### src/rtl/hs_xcvr_pkg.sv
// Package: shared sizing for the handshaked serial transceiver.
// Assumes one byte per handshake and a 3-bit divider select.
package hs_xcvr_pkg;
    parameter int DATA_W = 8;
    parameter int DIV_W  = 3;
    // Largest divider select value and the widths that follow from it.
    localparam int MAX_SEL = (1 << DIV_W) - 1;
    localparam int HALF_W  = MAX_SEL + 1;                       // holds 2^MAX_SEL - 1
    localparam int QUAL_W  = $clog2(3 * (1 << MAX_SEL) + 1);   // holds 3*2^MAX_SEL
    localparam int BIT_W   = $clog2(DATA_W);
endpackage

### src/rtl/hs_rdy_qual.sv
// Ready qualifier: reports that the peer's ready has been active for at
// least 1.5 shift-clock periods (3 half periods of 2^div_sel cycles).
// Assumes rdy_act is already synchronous to clk and polarity-corrected.
module hs_rdy_qual
    import hs_xcvr_pkg::*;
(
    input  logic             clk,
    input  logic             rst_n,
    input  logic             clear,
    input  logic             rdy_act,
    input  logic [DIV_W-1:0] div_sel,
    output logic             qualified
);
    logic [QUAL_W-1:0] cnt_q;
    logic [QUAL_W-1:0] thresh;

    assign thresh    = QUAL_W'(3) << div_sel;
    assign qualified = (cnt_q >= thresh);

    // Count consecutive active cycles, saturating at the threshold.
    always_ff @(posedge clk) begin
        if (!rst_n || clear || !rdy_act)
            cnt_q <= '0;
        else if (cnt_q < thresh)
            cnt_q <= cnt_q + QUAL_W'(1);
    end
endmodule

### src/rtl/hs_half_timer.sv
// Half-period timer: pulses once every 2^div_sel system cycles while run
// is high; restarts from zero whenever run is low.
// Assumes div_sel is stable while run is high.
module hs_half_timer
    import hs_xcvr_pkg::*;
(
    input  logic             clk,
    input  logic             rst_n,
    input  logic             run,
    input  logic [DIV_W-1:0] div_sel,
    output logic             half_tick
);
    logic [HALF_W-1:0] cnt_q;
    logic [HALF_W-1:0] last;

    assign last      = (HALF_W'(1) << div_sel) - HALF_W'(1);
    assign half_tick = run && (cnt_q == last);

    // Free-running count inside one half period.
    always_ff @(posedge clk) begin
        if (!rst_n || !run || half_tick)
            cnt_q <= '0;
        else
            cnt_q <= cnt_q + HALF_W'(1);
    end
endmodule

### src/rtl/hs_edge_sync.sv
// External shift-clock synchronizer: brings sclk_i into the clk domain and
// reports rising and falling edges as single-cycle pulses.
// Assumes each sclk_i phase lasts at least 3 system cycles.
module hs_edge_sync #(
    parameter int STAGES = 2
) (
    input  logic clk,
    input  logic rst_n,
    input  logic sclk_i,
    output logic rise,
    output logic fall
);
    logic [STAGES:0] sync_q;

    assign rise = sync_q[STAGES-1] & ~sync_q[STAGES];
    assign fall = ~sync_q[STAGES-1] & sync_q[STAGES];

    // Shift the line level through the synchronizer chain; idle level is high.
    always_ff @(posedge clk) begin
        if (!rst_n)
            sync_q <= '1;
        else
            sync_q <= {sync_q[STAGES-1:0], sclk_i};
    end
endmodule

### src/rtl/hs_shifter.sv
// Shift engine: exchanges one DATA_W-bit unit LSB first. In internal mode
// it builds the shift clock from half_tick; in external mode it follows the
// synchronized peer clock edges. Output data moves on falling edges and
// input data is captured on rising edges.
// Assumes start is never asserted while a unit is running.
module hs_shifter
    import hs_xcvr_pkg::*;
(
    input  logic              clk,
    input  logic              rst_n,
    input  logic              init_en,
    input  logic              ext_mode,
    input  logic              load,
    input  logic [DATA_W-1:0] load_data,
    input  logic              start,
    input  logic              half_tick,
    input  logic              ext_rise,
    input  logic              ext_fall,
    input  logic              sdi,
    output logic              active,
    output logic              sclk,
    output logic              sdo,
    output logic [DATA_W-1:0] rx_data
);
    logic [DATA_W-1:0] sh_q;
    logic [BIT_W-1:0]  bit_q;
    logic              rise_ev;
    logic              fall_ev;
    logic              last_rise;

    assign rise_ev   = ext_mode ? ext_rise : (half_tick && !sclk);
    assign fall_ev   = ext_mode ? ext_fall : (half_tick && sclk);
    assign last_rise = active && rise_ev && (bit_q == BIT_W'(DATA_W - 1));

    // Transfer sequencing: load, start, shift on edges, finish after last bit.
    always_ff @(posedge clk) begin
        if (!rst_n || !init_en) begin
            active <= 1'b0;
            sclk   <= 1'b1;
            sdo    <= 1'b0;
            sh_q   <= '0;
            bit_q  <= '0;
        end else if (start) begin
            active <= 1'b1;
            sclk   <= ext_mode;
            sdo    <= sh_q[0];
            bit_q  <= '0;
        end else if (active) begin
            if (rise_ev) begin
                sclk <= 1'b1;
                sh_q <= {sdi, sh_q[DATA_W-1:1]};
                if (last_rise)
                    active <= 1'b0;
                else
                    bit_q <= bit_q + BIT_W'(1);
            end else if (fall_ev) begin
                sclk <= ext_mode;
                sdo  <= sh_q[0];
            end
        end else if (load) begin
            sh_q <= load_data;
        end
    end

    // Received byte register, updated on the final rising edge only.
    always_ff @(posedge clk) begin
        if (!rst_n)
            rx_data <= '0;
        else if (init_en && last_rise)
            rx_data <= {sdi, sh_q[DATA_W-1:1]};
    end

    AST_RUN_TO_END: assert property (@(posedge clk) disable iff (!rst_n)
        ($past(active) && !$past(last_rise) && $past(init_en) && init_en) |-> active);
    AST_SCLK_IDLE_HIGH: assert property (@(posedge clk) disable iff (!rst_n)
        !active |-> sclk);
    AST_EXT_SCLK_HIGH: assert property (@(posedge clk) disable iff (!rst_n)
        ($past(ext_mode) && ext_mode) |-> sclk);
endmodule

### src/rtl/hs_serial_xcvr.sv
// Top: handshaked synchronous serial transceiver. Holds the pending-byte
// and ready-output state, picks the start condition for the selected
// clocking mode and applies the handshake polarity.
// Assumes rdy_i and sdi are synchronous to clk and that the mode, polarity
// and divider inputs change only while no transfer runs.
module hs_serial_xcvr
    import hs_xcvr_pkg::*;
(
    input  logic              clk,
    input  logic              rst_n,
    input  logic              init_en,
    input  logic              ext_clk_mode,
    input  logic              hs_invert,
    input  logic [DIV_W-1:0]  div_sel,
    input  logic              tx_wr,
    input  logic [DATA_W-1:0] tx_data,
    output logic              sclk_o,
    input  logic              sclk_i,
    output logic              sdo,
    input  logic              sdi,
    output logic              rdy_o,
    input  logic              rdy_i,
    output logic              busy_o,
    output logic              xfer_active,
    output logic [DATA_W-1:0] rx_data
);
    logic rdy_in_act;
    logic rdy_qual;
    logic pending_q;
    logic rdy_act_q;
    logic active;
    logic wr_ok;
    logic start;
    logic half_tick;
    logic ext_rise;
    logic ext_fall;

    assign rdy_in_act = rdy_i ^ hs_invert;
    assign wr_ok      = tx_wr && init_en && !active;
    assign start      = pending_q && !active && !tx_wr &&
                        (ext_clk_mode ? rdy_in_act : rdy_qual);

    hs_rdy_qual u_qual (
        .clk       (clk),
        .rst_n     (rst_n),
        .clear     (!init_en),
        .rdy_act   (rdy_in_act),
        .div_sel   (div_sel),
        .qualified (rdy_qual)
    );

    hs_half_timer u_timer (
        .clk       (clk),
        .rst_n     (rst_n),
        .run       (active && !ext_clk_mode),
        .div_sel   (div_sel),
        .half_tick (half_tick)
    );

    hs_edge_sync #(.STAGES(2)) u_sync (
        .clk    (clk),
        .rst_n  (rst_n),
        .sclk_i (sclk_i),
        .rise   (ext_rise),
        .fall   (ext_fall)
    );

    hs_shifter u_shift (
        .clk       (clk),
        .rst_n     (rst_n),
        .init_en   (init_en),
        .ext_mode  (ext_clk_mode),
        .load      (wr_ok),
        .load_data (tx_data),
        .start     (start),
        .half_tick (half_tick),
        .ext_rise  (ext_rise),
        .ext_fall  (ext_fall),
        .sdi       (sdi),
        .active    (active),
        .sclk      (sclk_o),
        .sdo       (sdo),
        .rx_data   (rx_data)
    );

    // Pending byte and ready-output state across write, start and first low clock.
    always_ff @(posedge clk) begin
        if (!rst_n || !init_en) begin
            pending_q <= 1'b0;
            rdy_act_q <= 1'b0;
        end else if (wr_ok) begin
            pending_q <= 1'b1;
            rdy_act_q <= 1'b1;
        end else begin
            if (start)
                pending_q <= 1'b0;
            if (start && !ext_clk_mode)
                rdy_act_q <= 1'b0;
            else if (active && ext_clk_mode && ext_fall)
                rdy_act_q <= 1'b0;
        end
    end

    assign rdy_o       = rdy_act_q ^ hs_invert;
    assign busy_o      = active ^ hs_invert;
    assign xfer_active = active;

    AST_RDY_IDLE_IN_INIT: assert property (@(posedge clk) disable iff (!rst_n)
        !init_en |=> !rdy_act_q);
    AST_WRITE_RAISES_RDY: assert property (@(posedge clk) disable iff (!rst_n)
        (tx_wr && init_en && !xfer_active) |=> rdy_act_q);
    AST_RDY_DROPS_AT_START: assert property (@(posedge clk) disable iff (!rst_n)
        ($rose(active) && !$past(ext_clk_mode)) |-> !rdy_act_q);
    AST_START_QUALIFIED: assert property (@(posedge clk) disable iff (!rst_n)
        ($rose(active) && !$past(ext_clk_mode)) |-> $past(rdy_qual));
    AST_EXT_START_READY: assert property (@(posedge clk) disable iff (!rst_n)
        ($rose(active) && $past(ext_clk_mode)) |-> $past(rdy_in_act));
endmodule

### config.mk
export PLATFORM = sky130hd
export DESIGN_NAME = hs_serial_xcvr
export DESIGN_NICKNAME = d
export VERILOG_FILES = /design/src/rtl/hs_xcvr_pkg.sv /design/src/rtl/hs_rdy_qual.sv /design/src/rtl/hs_half_timer.sv /design/src/rtl/hs_edge_sync.sv /design/src/rtl/hs_shifter.sv /design/src/rtl/hs_serial_xcvr.sv
export SDC_FILE = /design/constraint.sdc
export NUM_CORES = 1
export LEC_CHECK = 0
export BUFFER_PORTS_ARGS = -buffer_cell sky130_fd_sc_hd__clkbuf_2
export CAP_MARGIN = 40
export CELL_PAD_IN_SITES_DETAIL_PLACEMENT = 0
export CELL_PAD_IN_SITES_GLOBAL_PLACEMENT = 1
export CORE_AREA = 2 2 81 75
export CTS_BUF_LIST = sky130_fd_sc_hd__clkbuf_4
export DETAILED_ROUTE_END_ITERATION = 6
export DIE_AREA = 0 0 83 77
export GPL_TIMING_DRIVEN = 0
export PLACE_DENSITY_LB_ADDON = 0.1
export SLEW_MARGIN = 30
export SYNTH_ARGS = -nofsm -noshare
export SYNTH_HDL_FRONTEND = slang
export SYNTH_HIERARCHICAL = 1
export SYNTH_SLANG_ARGS = --single-unit
### constraint.sdc
create_clock -name clk -period 7 [get_ports clk]
set_input_delay 0.35 -clock clk [delete_from_list [all_inputs] [get_ports clk]]
set_output_delay 0.35 -clock clk [all_outputs]
set_load 0.05 [all_outputs]
; Word-level counts from Yosys, hierarchy flattened
; Cells that the tools add are included.
[word_totals]
regBits = 44
out_inout_bits = 13
word_cells = 93
[op_classes]
add_sub_neg = 4
magnitude_cmp = 2
eq_ne = 4
shifts = 2
muxes = 23
bitwise = 9
reduce_logical = 38
[ops]
columns = op, count
row1 = 8-bit 2-to-1 mux, 3
row2 = 1-bit 2-to-1 mux, 20
row3 = 1-bit logical AND, 15
row4 = "9-bit by 1-bit adder with 9-bit output, second input constant", 1
row5 = 9-bit greater-or-equal comparator, 1
row6 = 9-bit less-than comparator, 1
row7 = 3-bit AND reduction, 3
row8 = "2-bit by 3-bit left shift with 9-bit output, first input constant", 1
row9 = "8-bit by 1-bit adder with 8-bit output, second input constant", 1
row10 = 8-bit == test, 1
row11 = 1-bit logical NOT, 8
row12 = 2-bit nonzero test, 4
row13 = "1-bit by 3-bit left shift with 8-bit output, first input constant", 1
row14 = "8-bit by 2-bit subtractor with 8-bit output, second input constant", 1
row15 = 3-bit nonzero test, 2
row16 = 1-bit logical OR, 4
row17 = "2-bit inequality test, second input constant", 2
row18 = 1-bit inverter, 4
row19 = "3-bit by 1-bit adder with 3-bit output, second input constant", 1
row20 = "3-bit == test, second input constant", 1
row21 = 1-bit XOR, 3
row22 = 1-bit AND, 2
row23 = 2-bit AND reduction, 1
row24 = 2-bit OR reduction, 1

; Depth between registers and ports, before layout
; Gate-level depths: netlist of the first run.
[depth]
ltp_word = 12
depth_mapped = 15
depth_no_buf = 13

; Hierarchy
; The synthesis of the first run kept the hierarchy.
[by_module_without_submodules]
columns = module, instances, cells_per_inst, area_each_um2
row1 = hs_shifter, 1, 112, 1073.5
row2 = hs_rdy_qual, 1, 87, 759.5
row3 = hs_half_timer, 1, 68, 563.0
row4 = hs_serial_xcvr, 1, 19, 157.7
row5 = hs_edge_sync, 1, 8, 91.3

; Worst setup path before layout of the first run
; No wires, ideal clock.
[synth_path]
path_type = input-to-reg
startpoint = input div_sel[1]
endpoint = register u_shift.sh_q[0]
setup_ns = 0.119
arrival_time_ns = 3.263
required_time_ns = 6.881
setup_slack_ns = 3.618
path_stages = 15
n_path_buf = 2
cell_sequence = inv_1 > ha_1 > nand2_1 > ha_1 > a21oi_1 > o221ai_2 > or3_2 > nor2_1 > a2111oi_2 > and2_1 > clkbuf_1 > or3b_1 > buf_1 > o21a_1 > o221a_2
[synth_via]
elab_cells_between_ends = 13
cone_classes = add/sub (1) / order compare (1) / eq/ne (2) / shift (2) / mux (2) / bitwise (1) / reduce/logical (4)
[synth_rtl]
columns = item, line
row1 = from (decl), hs_serial_xcvr.sv:14  ; input logic [DIV_W-1:0] div_sel,
row2 = 2-bit by 3-bit left shift with 9-bit output, hs_rdy_qual.sv:17  ; assign thresh = QUAL_W'(3) << div_sel;
row3 = 9-bit greater-or-equal comparator, hs_rdy_qual.sv:18  ; assign qualified = (cnt_q >= thresh);
row4 = named net rdy_qual, hs_serial_xcvr.sv:28  ; logic rdy_qual;
row5 = 1-bit 2-to-1 mux, hs_serial_xcvr.sv:41  ; (ext_clk_mode ? rdy_in_act : rdy_qual);
row6 = 1-bit logical AND, hs_serial_xcvr.sv:40  ; assign start = pending_q && !active && !tx_wr &&
row7 = named net start, hs_serial_xcvr.sv:33  ; logic start;
row8 = 1-bit inverter (no source line), --
row9 = 3-bit AND reduction (no source line), --
row10 = to (signal assigned), hs_shifter.sv:51  ; sh_q <= {sdi, sh_q[DATA_W-1:1]};
row11 = to (signal assigned), hs_shifter.sv:61  ; sh_q <= load_data;
row12 = to (decl), hs_shifter.sv:25  ; logic [DATA_W-1:0] sh_q;
; The timed path passes the listed nets, and every way through them passes these cells.
; A chain may end at the register's enable or synchronous reset.

; Worst setup path in the final report of the first run
[layout_path]
startpoint = input div_sel[0]
endpoint = register u_shift.sh_q[5]
; Same word-level chain as after synthesis.

==> results.json, run 1 <==
{
  "rsz0062_at_grt": "no",
  "grt_max_degree": 15,
  "numPortBuffers": 31,
  "setup_viol": 0,
  "ys_top_cells_by_area": "dfxtp_1 (33%), ha_1 (7.1%), nand2_1 (5.7%), mux2i_1 (4.9%), xnor2_1 (3.6%)",
  "grt_pass1_wl_mm": 9.43,
  "total_power_uw": 472,
  "required_ps": 7310,
  "synth_area_sq_mm": 0.00265,
  "finClkSkew_ps": 14.5,
  "grt.total_usage": 0.177,
  "crit_buf_inv": 4,
  "p_leak_uw": 0.00111,
  "synth_top_area_frac": 0.333,
  "pre_cts_slack_ps": 2940,
  "r2r_start": "u_qual/cnt_q[8]$_SDFFE_PP0N_",
  "r2r_end": "u_shift/sh_q[5]$_SDFFE_PP0P_",
  "cp_common_cell": "ha_1",
  "power.density_mw_per_mm2": 159,
  "cts_resized": 0,
  "worstSetupEndpointType": "flop",
  "viasPerCell": 5.35,
  "grt.overflow.total": 0,
  "tightest_slew_ps": 533,
  "worstPathMaxFanout": 9,
  "vdd_ir_drop_max_mv": 0.132,
  "worst_hold_startpoint": "sclk_i",
  "ys.flop_type": "dfxtp_1",
  "root_buffer": "clkbuf_4",
  "start_util": 0.475,
  "crit_slowest_cell": "nor3_2",
  "drive_above_1_share": 0.198,
  "relSlewSlack": 0.643,
  "crit_chain": "clkbuf_2 -> inv_1 -> ha_1 -> nand2_1 -> ha_1 -> nand4_4 -> nor3_2 -> or3_2 -> nor2_1 -> a2111oi_2 -> and2_1 -> clkbuf_1 -> or3b_1 -> buf_1 -> o21a_1 -> o221a_2",
  "crit_family": "simple AND/OR/NAND/NOR gates",
  "first_iter_violations": 91,
  "die-area_sq_mm": 0.00639,
  "ys_seq_area_frac": 0.333,
  "fmax_mhz": 272,
  "fp.dieW_microns": 83,
  "first_pass_iters": 4,
  "cts-htree-levels": 2,
  "async_reset_ff_frac": 0,
  "path_clk_slew_ps": 140,
  "postCtsSetupRepairBufs": 0,
  "ys_seq_elements": 44,
  "hold_buffers": 0,
  "cts_sinks": 44,
  "synth_cell_types": 57,
  "synth_nets": 329,
  "cts_tree": "built",
  "tns_ps": 0,
  "final.setup.worst_slack_ps": 3320,
  "areaGrowthSynthToFinish_pct": 12.2,
  "gp_congestion": 0.725,
  "arrival_ps": 3990,
  "drtAntennaViolNets": 0,
  "synth_edf_count": 0,
  "num_rows": 26,
  "finalNetCount": 367,
  "wire_per_inst_microns": 13.3,
  "die_h_microns": 77,
  "vias": 2157,
  "min_to": "u_sync/sync_q[0]$_SDFF_PN1_",
  "nFillCells": 544,
  "drt-total-wl_mm": 5.37,
  "multi_input_area_sq_mm": 0.00165,
  "maxCapViolCount": 0,
  "finalHoldViolations": 0,
  "cts.path.max_buffers": 2,
  "yosysWarnings": 6,
  "hp-class": "in2reg",
  "drv_slew": 0,
  "antenna_found_initial": 0,
  "route.detailed.drc": 0,
  "seqCellArea_sq_um": 881,
  "max_stage_delay_ps": 510,
  "reg2regPathDepth": 12,
  "cp-start-kind": "input pin",
  "synthCells": 294,
  "clk_latency_ps": 350,
  "ioPinCount": 33,
  "grt_pass1_vias": 2032,
  "most-common-layout-cells": "dfxtp_1 (44), nand2_1 (40), clkbuf_2 (31)",
  "period_minus_slack_ps": 3680,
  "post-route-period-util": 0.525,
  "crit_type": "in2reg",
  "min_path_cells": 2,
  "rrSetupSlack_ps": 3560,
  "core_area_sq_mm": 0.00556,
  "avgSynthCellArea_sq_um": 9.00,
  "status": "finished, final reports clean",
  "cts_made_buffers": 5,
  "n_antenna_cell": 0,
  "final_common_cell": "dfxtp_1",
  "fin_util": 0.534,
  "hpwl_mm": 4.02,
  "synth_top_cell_by_area": "dfxtp_1"
}
==> per-stage QoR <==
step / area [sq um] / hold slack, ps / std cells
2_1_floorplan: 2650 / 386 / 294
3_3_place_gp: 2890 / 395 / 395
3_5_place_dp: 2890 / 398 / 395
4_1_cts: 2970 / 160 / 403
5_1_grt: 2970 / 155 / 403
6_report: 2970 / 175 / 403
==> kinds of logic after synthesis <==
logic type	Yosys count	synth area share
adders and majority gates	15	0.0710
AOI/OAI and AO/OA	60	0.195
buffers and inverters	24	0.0416
and+or+nand+nor	122	0.257
muxes	13	0.0492
xor gates and xnor gates	16	0.0530
DFF	44	0.333
==> cell usage after synthesis (7+ instances only) <==
cell type and number:
a21oi_1 11, clkbuf_1 7, dfxtp_1 44, ha_1 15, inv_1 12, mux2i_1 13
nand2_1 40, nand3_1 11, nor2_1 20, o21a_1 11, o221a_2 7, xnor2_1 11
==> sequential cells by signal (all words and copies together), names as in the netlist <==
register and flops:
u_qual/cnt_q 9, u_shift/rx_data 8, u_shift/sh_q 8, u_timer/cnt_q 8, u_shift/bit_q 3, u_sync/sync_q 3
pending_q 1, rdy_act_q 1, u_shift/active 1, u_shift/sclk 1, u_shift/sdo 1
==> report_power, final <==
group | switching [uW] | total [uW] | internal, uW
sequential | 2.64 | 256 | 254
combinational | 33.7 | 56.2 | 22.4
clock | 84.5 | 159 | 74.6
==> cell type report <==
class,instances,share of cell area
multi-input cells,226,0.557
flip-flops and latches,44,0.297
repair buffers,31,0.0523
well taps,70,0.0295
plain buffers,12,0.0219
inverters,12,0.0152
clock inverters,3,0.0143
clock buffers,5,0.0126
==> metal layers <==
layer | up-vias | track usage | wire length, microns
met5 | - | 0 | 0
met4 | 0 | 0.0344 | 24
li1 | 1151 | - | -
met3 | 2 | 0.0388 | 136
met1 | 980 | 0.244 | 2830
met2 | 24 | 0.286 | 2380
==> how the worst max path moves through the flow <==
stage | startpoint | end | slack [ps] | depth (start not counted)
floorplan | div_sel[1] | u_shift/sh_q[0]$_SDFFE_PP0P_ | 3620 | 15
global placement | div_sel[0] | u_shift/sh_q[3]$_SDFFE_PP0P_ | 3030 | 16
detailed placement | div_sel[0] | u_shift/sh_q[5]$_SDFFE_PP0P_ | 2940 | 16
CTS | div_sel[0] | u_shift/sh_q[5]$_SDFFE_PP0P_ | 3330 | 16
global route | div_sel[0] | u_shift/sh_q[5]$_SDFFE_PP0P_ | 3080 | 16
finish | div_sel[0] | u_shift/sh_q[5]$_SDFFE_PP0P_ | 3320 | 16
No activity file was read; power rests on OpenSTA's default activity.
==> run 2: changes to the inputs <==
--- a/config.mk
+++ b/config.mk
@@ -5,14 +5,15 @@
 export SDC_FILE = /design/constraint.sdc
 export NUM_CORES = 1
 export LEC_CHECK = 0
+export ABC_AREA = 1
 export BUFFER_PORTS_ARGS = -buffer_cell sky130_fd_sc_hd__clkbuf_2
 export CAP_MARGIN = 40
 export CELL_PAD_IN_SITES_DETAIL_PLACEMENT = 0
 export CELL_PAD_IN_SITES_GLOBAL_PLACEMENT = 1
-export CORE_AREA = 2 2 81 75
+export CORE_AREA = 2 2 89 83
 export CTS_BUF_LIST = sky130_fd_sc_hd__clkbuf_4
 export DETAILED_ROUTE_END_ITERATION = 6
-export DIE_AREA = 0 0 83 77
+export DIE_AREA = 0 0 91 85
 export GPL_TIMING_DRIVEN = 0
 export PLACE_DENSITY_LB_ADDON = 0.1
 export SLEW_MARGIN = 30
==> constraint.sdc (replaced) <==
create_clock -name clk -period 3.5 [get_ports clk]
set_input_delay 0.175 -clock clk [delete_from_list [all_inputs] [get_ports clk]]
set_output_delay 0.175 -clock clk [all_outputs]
set_load 0.05 [all_outputs]
==> run 2 against run 1 <==
Against the previous run: final area up 7.3%; sequential power increased by 100%; count of clock-buffer cells in the layout grew 2; via count increased by 22%; die area rose by 21%; critical path type unchanged; critical endpoint is now u_shift/sh_q[6]$_SDFFE_PP0P_; largest cell class unchanged.
==> results.json, run 2 <==
{
  "start_util": 0.416,
  "seqCellArea_sq_um": 881,
  "wire_per_inst_microns": 10.8,
  "synthCells": 431,
  "cp-start-kind": "input pin",
  "maxCapViolCount": 0,
  "grt.overflow.total": 0,
  "worstPathMaxFanout": 10,
  "first_pass_iters": 4,
  "path_clk_slew_ps": 130,
  "r2r_start": "u_qual/cnt_q[2]$_SDFFE_PP0N_",
  "async_reset_ff_frac": 0,
  "finalHoldViolations": 0,
  "grt_pass1_vias": 2389,
  "finClkSkew_ps": 8.38,
  "vdd_ir_drop_max_mv": 0.153,
  "ys.flop_type": "dfxtp_1",
  "largest_register": "u_qual/cnt_q",
  "r2r_end": "u_shift/sh_q[6]$_SDFFE_PP0P_",
  "min_to": "u_shift/rx_data[7]$_SDFFE_PN0P_",
  "rrSetupSlack_ps": 1100,
  "power.density_mw_per_mm2": 277,
  "nFillCells": 795,
  "cts_sinks": 44,
  "die_h_microns": 85,
  "route.detailed.drc": 0,
  "arrival_ps": 2690,
  "fp.dieW_microns": 91,
  "relSlewSlack": 0.734,
  "cts_made_buffers": 5,
  "postCtsSetupRepairBufs": 0,
  "core_area_sq_mm": 0.00682,
  "numPortBuffers": 32,
  "grt_max_degree": 16,
  "drt-total-wl_mm": 6.12,
  "synth_area_sq_mm": 0.00284,
  "post-route-period-util": 0.698,
  "ys_top_cells_by_area": "dfxtp_1 (31%), nand2_1 (17%), inv_1 (8.9%), nor2_1 (8.1%), ha_1 (6.6%)",
  "largest_reg_flops": 9,
  "first_iter_violations": 84,
  "reg2regPathDepth": 16,
  "cts.path.max_buffers": 2,
  "drv_slew": 0,
  "root_buffer": "clkbuf_4",
  "vias": 2640,
  "synth_nets": 466,
  "cts_tree": "built",
  "ys_seq_area_frac": 0.310,
  "drive_above_1_share": 0.144,
  "avgSynthCellArea_sq_um": 6.59,
  "worstSetupEndpointType": "flop",
  "most-common-layout-cells": "nand2_1 (126), inv_1 (67), nor2_1 (61)",
  "yosysWarnings": 6,
  "cts-htree-levels": 2,
  "antenna_found_initial": 0,
  "hpwl_mm": 4.76,
  "min_path_cells": 3,
  "tns_ps": 0,
  "hp-class": "in2reg",
  "status": "finished, final reports clean",
  "num_rows": 29,
  "gp_congestion": 0.784,
  "drtAntennaViolNets": 0,
  "period_minus_slack_ps": 2440,
  "grt_pass1_wl_mm": 10.7,
  "multi_input_area_sq_mm": 0.00164,
  "synth_edf_count": 0,
  "setup_viol": 0,
  "die-area_sq_mm": 0.00774,
  "ys_seq_elements": 44,
  "fin_util": 0.467,
  "p_leak_uw": 0.00152,
  "synth.most_common_cell": "nand2_1",
  "synth_commonest_cells": "nand2_1 (126), inv_1 (67), nor2_1 (61)",
  "finalNetCount": 506,
  "required_ps": 3750,
  "crit_type": "in2reg",
  "grt.total_usage": 0.166,
  "clk_latency_ps": 340,
  "ioPinCount": 33,
  "rsz0062_at_grt": "no",
  "tightest_slew_ps": 399,
  "synth_top_area_frac": 0.310,
  "synth_cell_types": 34,
  "final_common_cell": "nand2_1",
  "viasPerCell": 4.67,
  "fmax_mhz": 409,
  "worst_hold_startpoint": "sdi",
  "areaGrowthSynthToFinish_pct": 12.1,
  "n_antenna_cell": 0,
  "synth_top_cell_by_area": "dfxtp_1"
}
==> run 2: cell types whose count changed after synthesis, sizes merged, moves of 8 or more <==
cell	before	now
nand4	3	22
xnor2	11	2
o221a	8	0
inv	12	69
nor2	20	63
o21a	11	0
mux2i	13	0
nand2	40	134
nand3	11	26
==> run 2: cell type report <==
cell class	instances	area share
clock buffers	7	0.0165
plain buffers	7	0.0177
clock inverters	1	0.00118
well taps	93	0.0366
multi-input cells	310	0.515
inverters	70	0.0825
flip-flops and latches	44	0.277
repair buffers	33	0.0535
==> run 2: cell families (layout without fill, tap and decap cells) <==
group | after synthesis | count (layout) | share of synthesized area
AOI/OAI and AO/OA | 35 | 35 | 0.0744
muxes | 1 | 1 | 0.00396
and+or+nand+nor | 250 | 250 | 0.405
xor gates and xnor gates | 9 | 9 | 0.0278
adders and majority gates | 15 | 15 | 0.0661
DFF | 44 | 44 | 0.310
buffers and inverters | 77 | 118 | 0.112
==> run 2: stage by stage <==
step           std cells  cell area, sq um  hold slack (ps)  setup WS, ps  power, uW
6_report             565              3180              117          1060        881
5_1_grt              565              3180             88.0           684        931
4_1_cts              565              3180             99.2          1050        898
3_5_place_dp         556              3120              351           662        642
3_3_place_gp         556              3120              349           670        641
2_1_floorplan        431              2840              244          1250        605
==> run 2: worst max-delay path: stages <==
cell	delay [ps]
clkbuf_2	180
inv_1	100
ha_1	180
inv_1	60
nand2_1	40
o21ai_0	80
ha_1	260
nand2_1	90
inv_1	60
nand2_1	60
nand2_1	50
nand2_2	190
nand4_1	170
nor2_1	130
nor2_1	60
nand2_1	70
inv_1	70
inv_1	140
nand3_4	160
buf_8	180
nor2_1	90
nor2_1	50
==> run 2: what timing repair did <==
action	4_1_cts	5_1_grt
hold endpoints to repair	1	0
gates resized for setup	0	0
hold buffers	1	0
==> run 2: worst max path at each step <==
stage | cells after the start | end | from | slack [ps]
4_1_cts | 22 | u_shift/sh_q[0]$_SDFFE_PP0P_ | div_sel[1] | 1050
3_3_place_gp | 22 | u_shift/sh_q[0]$_SDFFE_PP0P_ | div_sel[1] | 670
6_report | 22 | u_shift/sh_q[6]$_SDFFE_PP0P_ | div_sel[1] | 1060
2_1_floorplan | 14 | u_shift/sh_q[0]$_SDFFE_PP0P_ | u_shift/active$_SDFF_PP0_ | 1250
5_1_grt | 23 | u_shift/sclk$_SDFFE_PP1P_ | div_sel[1] | 680
3_5_place_dp | 22 | u_shift/sh_q[0]$_SDFFE_PP0P_ | div_sel[1] | 660
==> run 2: metal layers <==
metal,global-route usage,share of wire
met1,0.241,0.53
met2,0.256,0.43
met3,0.0320,0.030
met4,0.0331,0.0052
met5,0,0
==> run 2: power by group <==
group / total (uW) / switching [uW] / internal (uW)
registers: 511 / 4.30 / 507
logic: 120 / 77.3 / 42.6
clock network: 250 / 156 / 93.2
total: 881 / 238 / 643
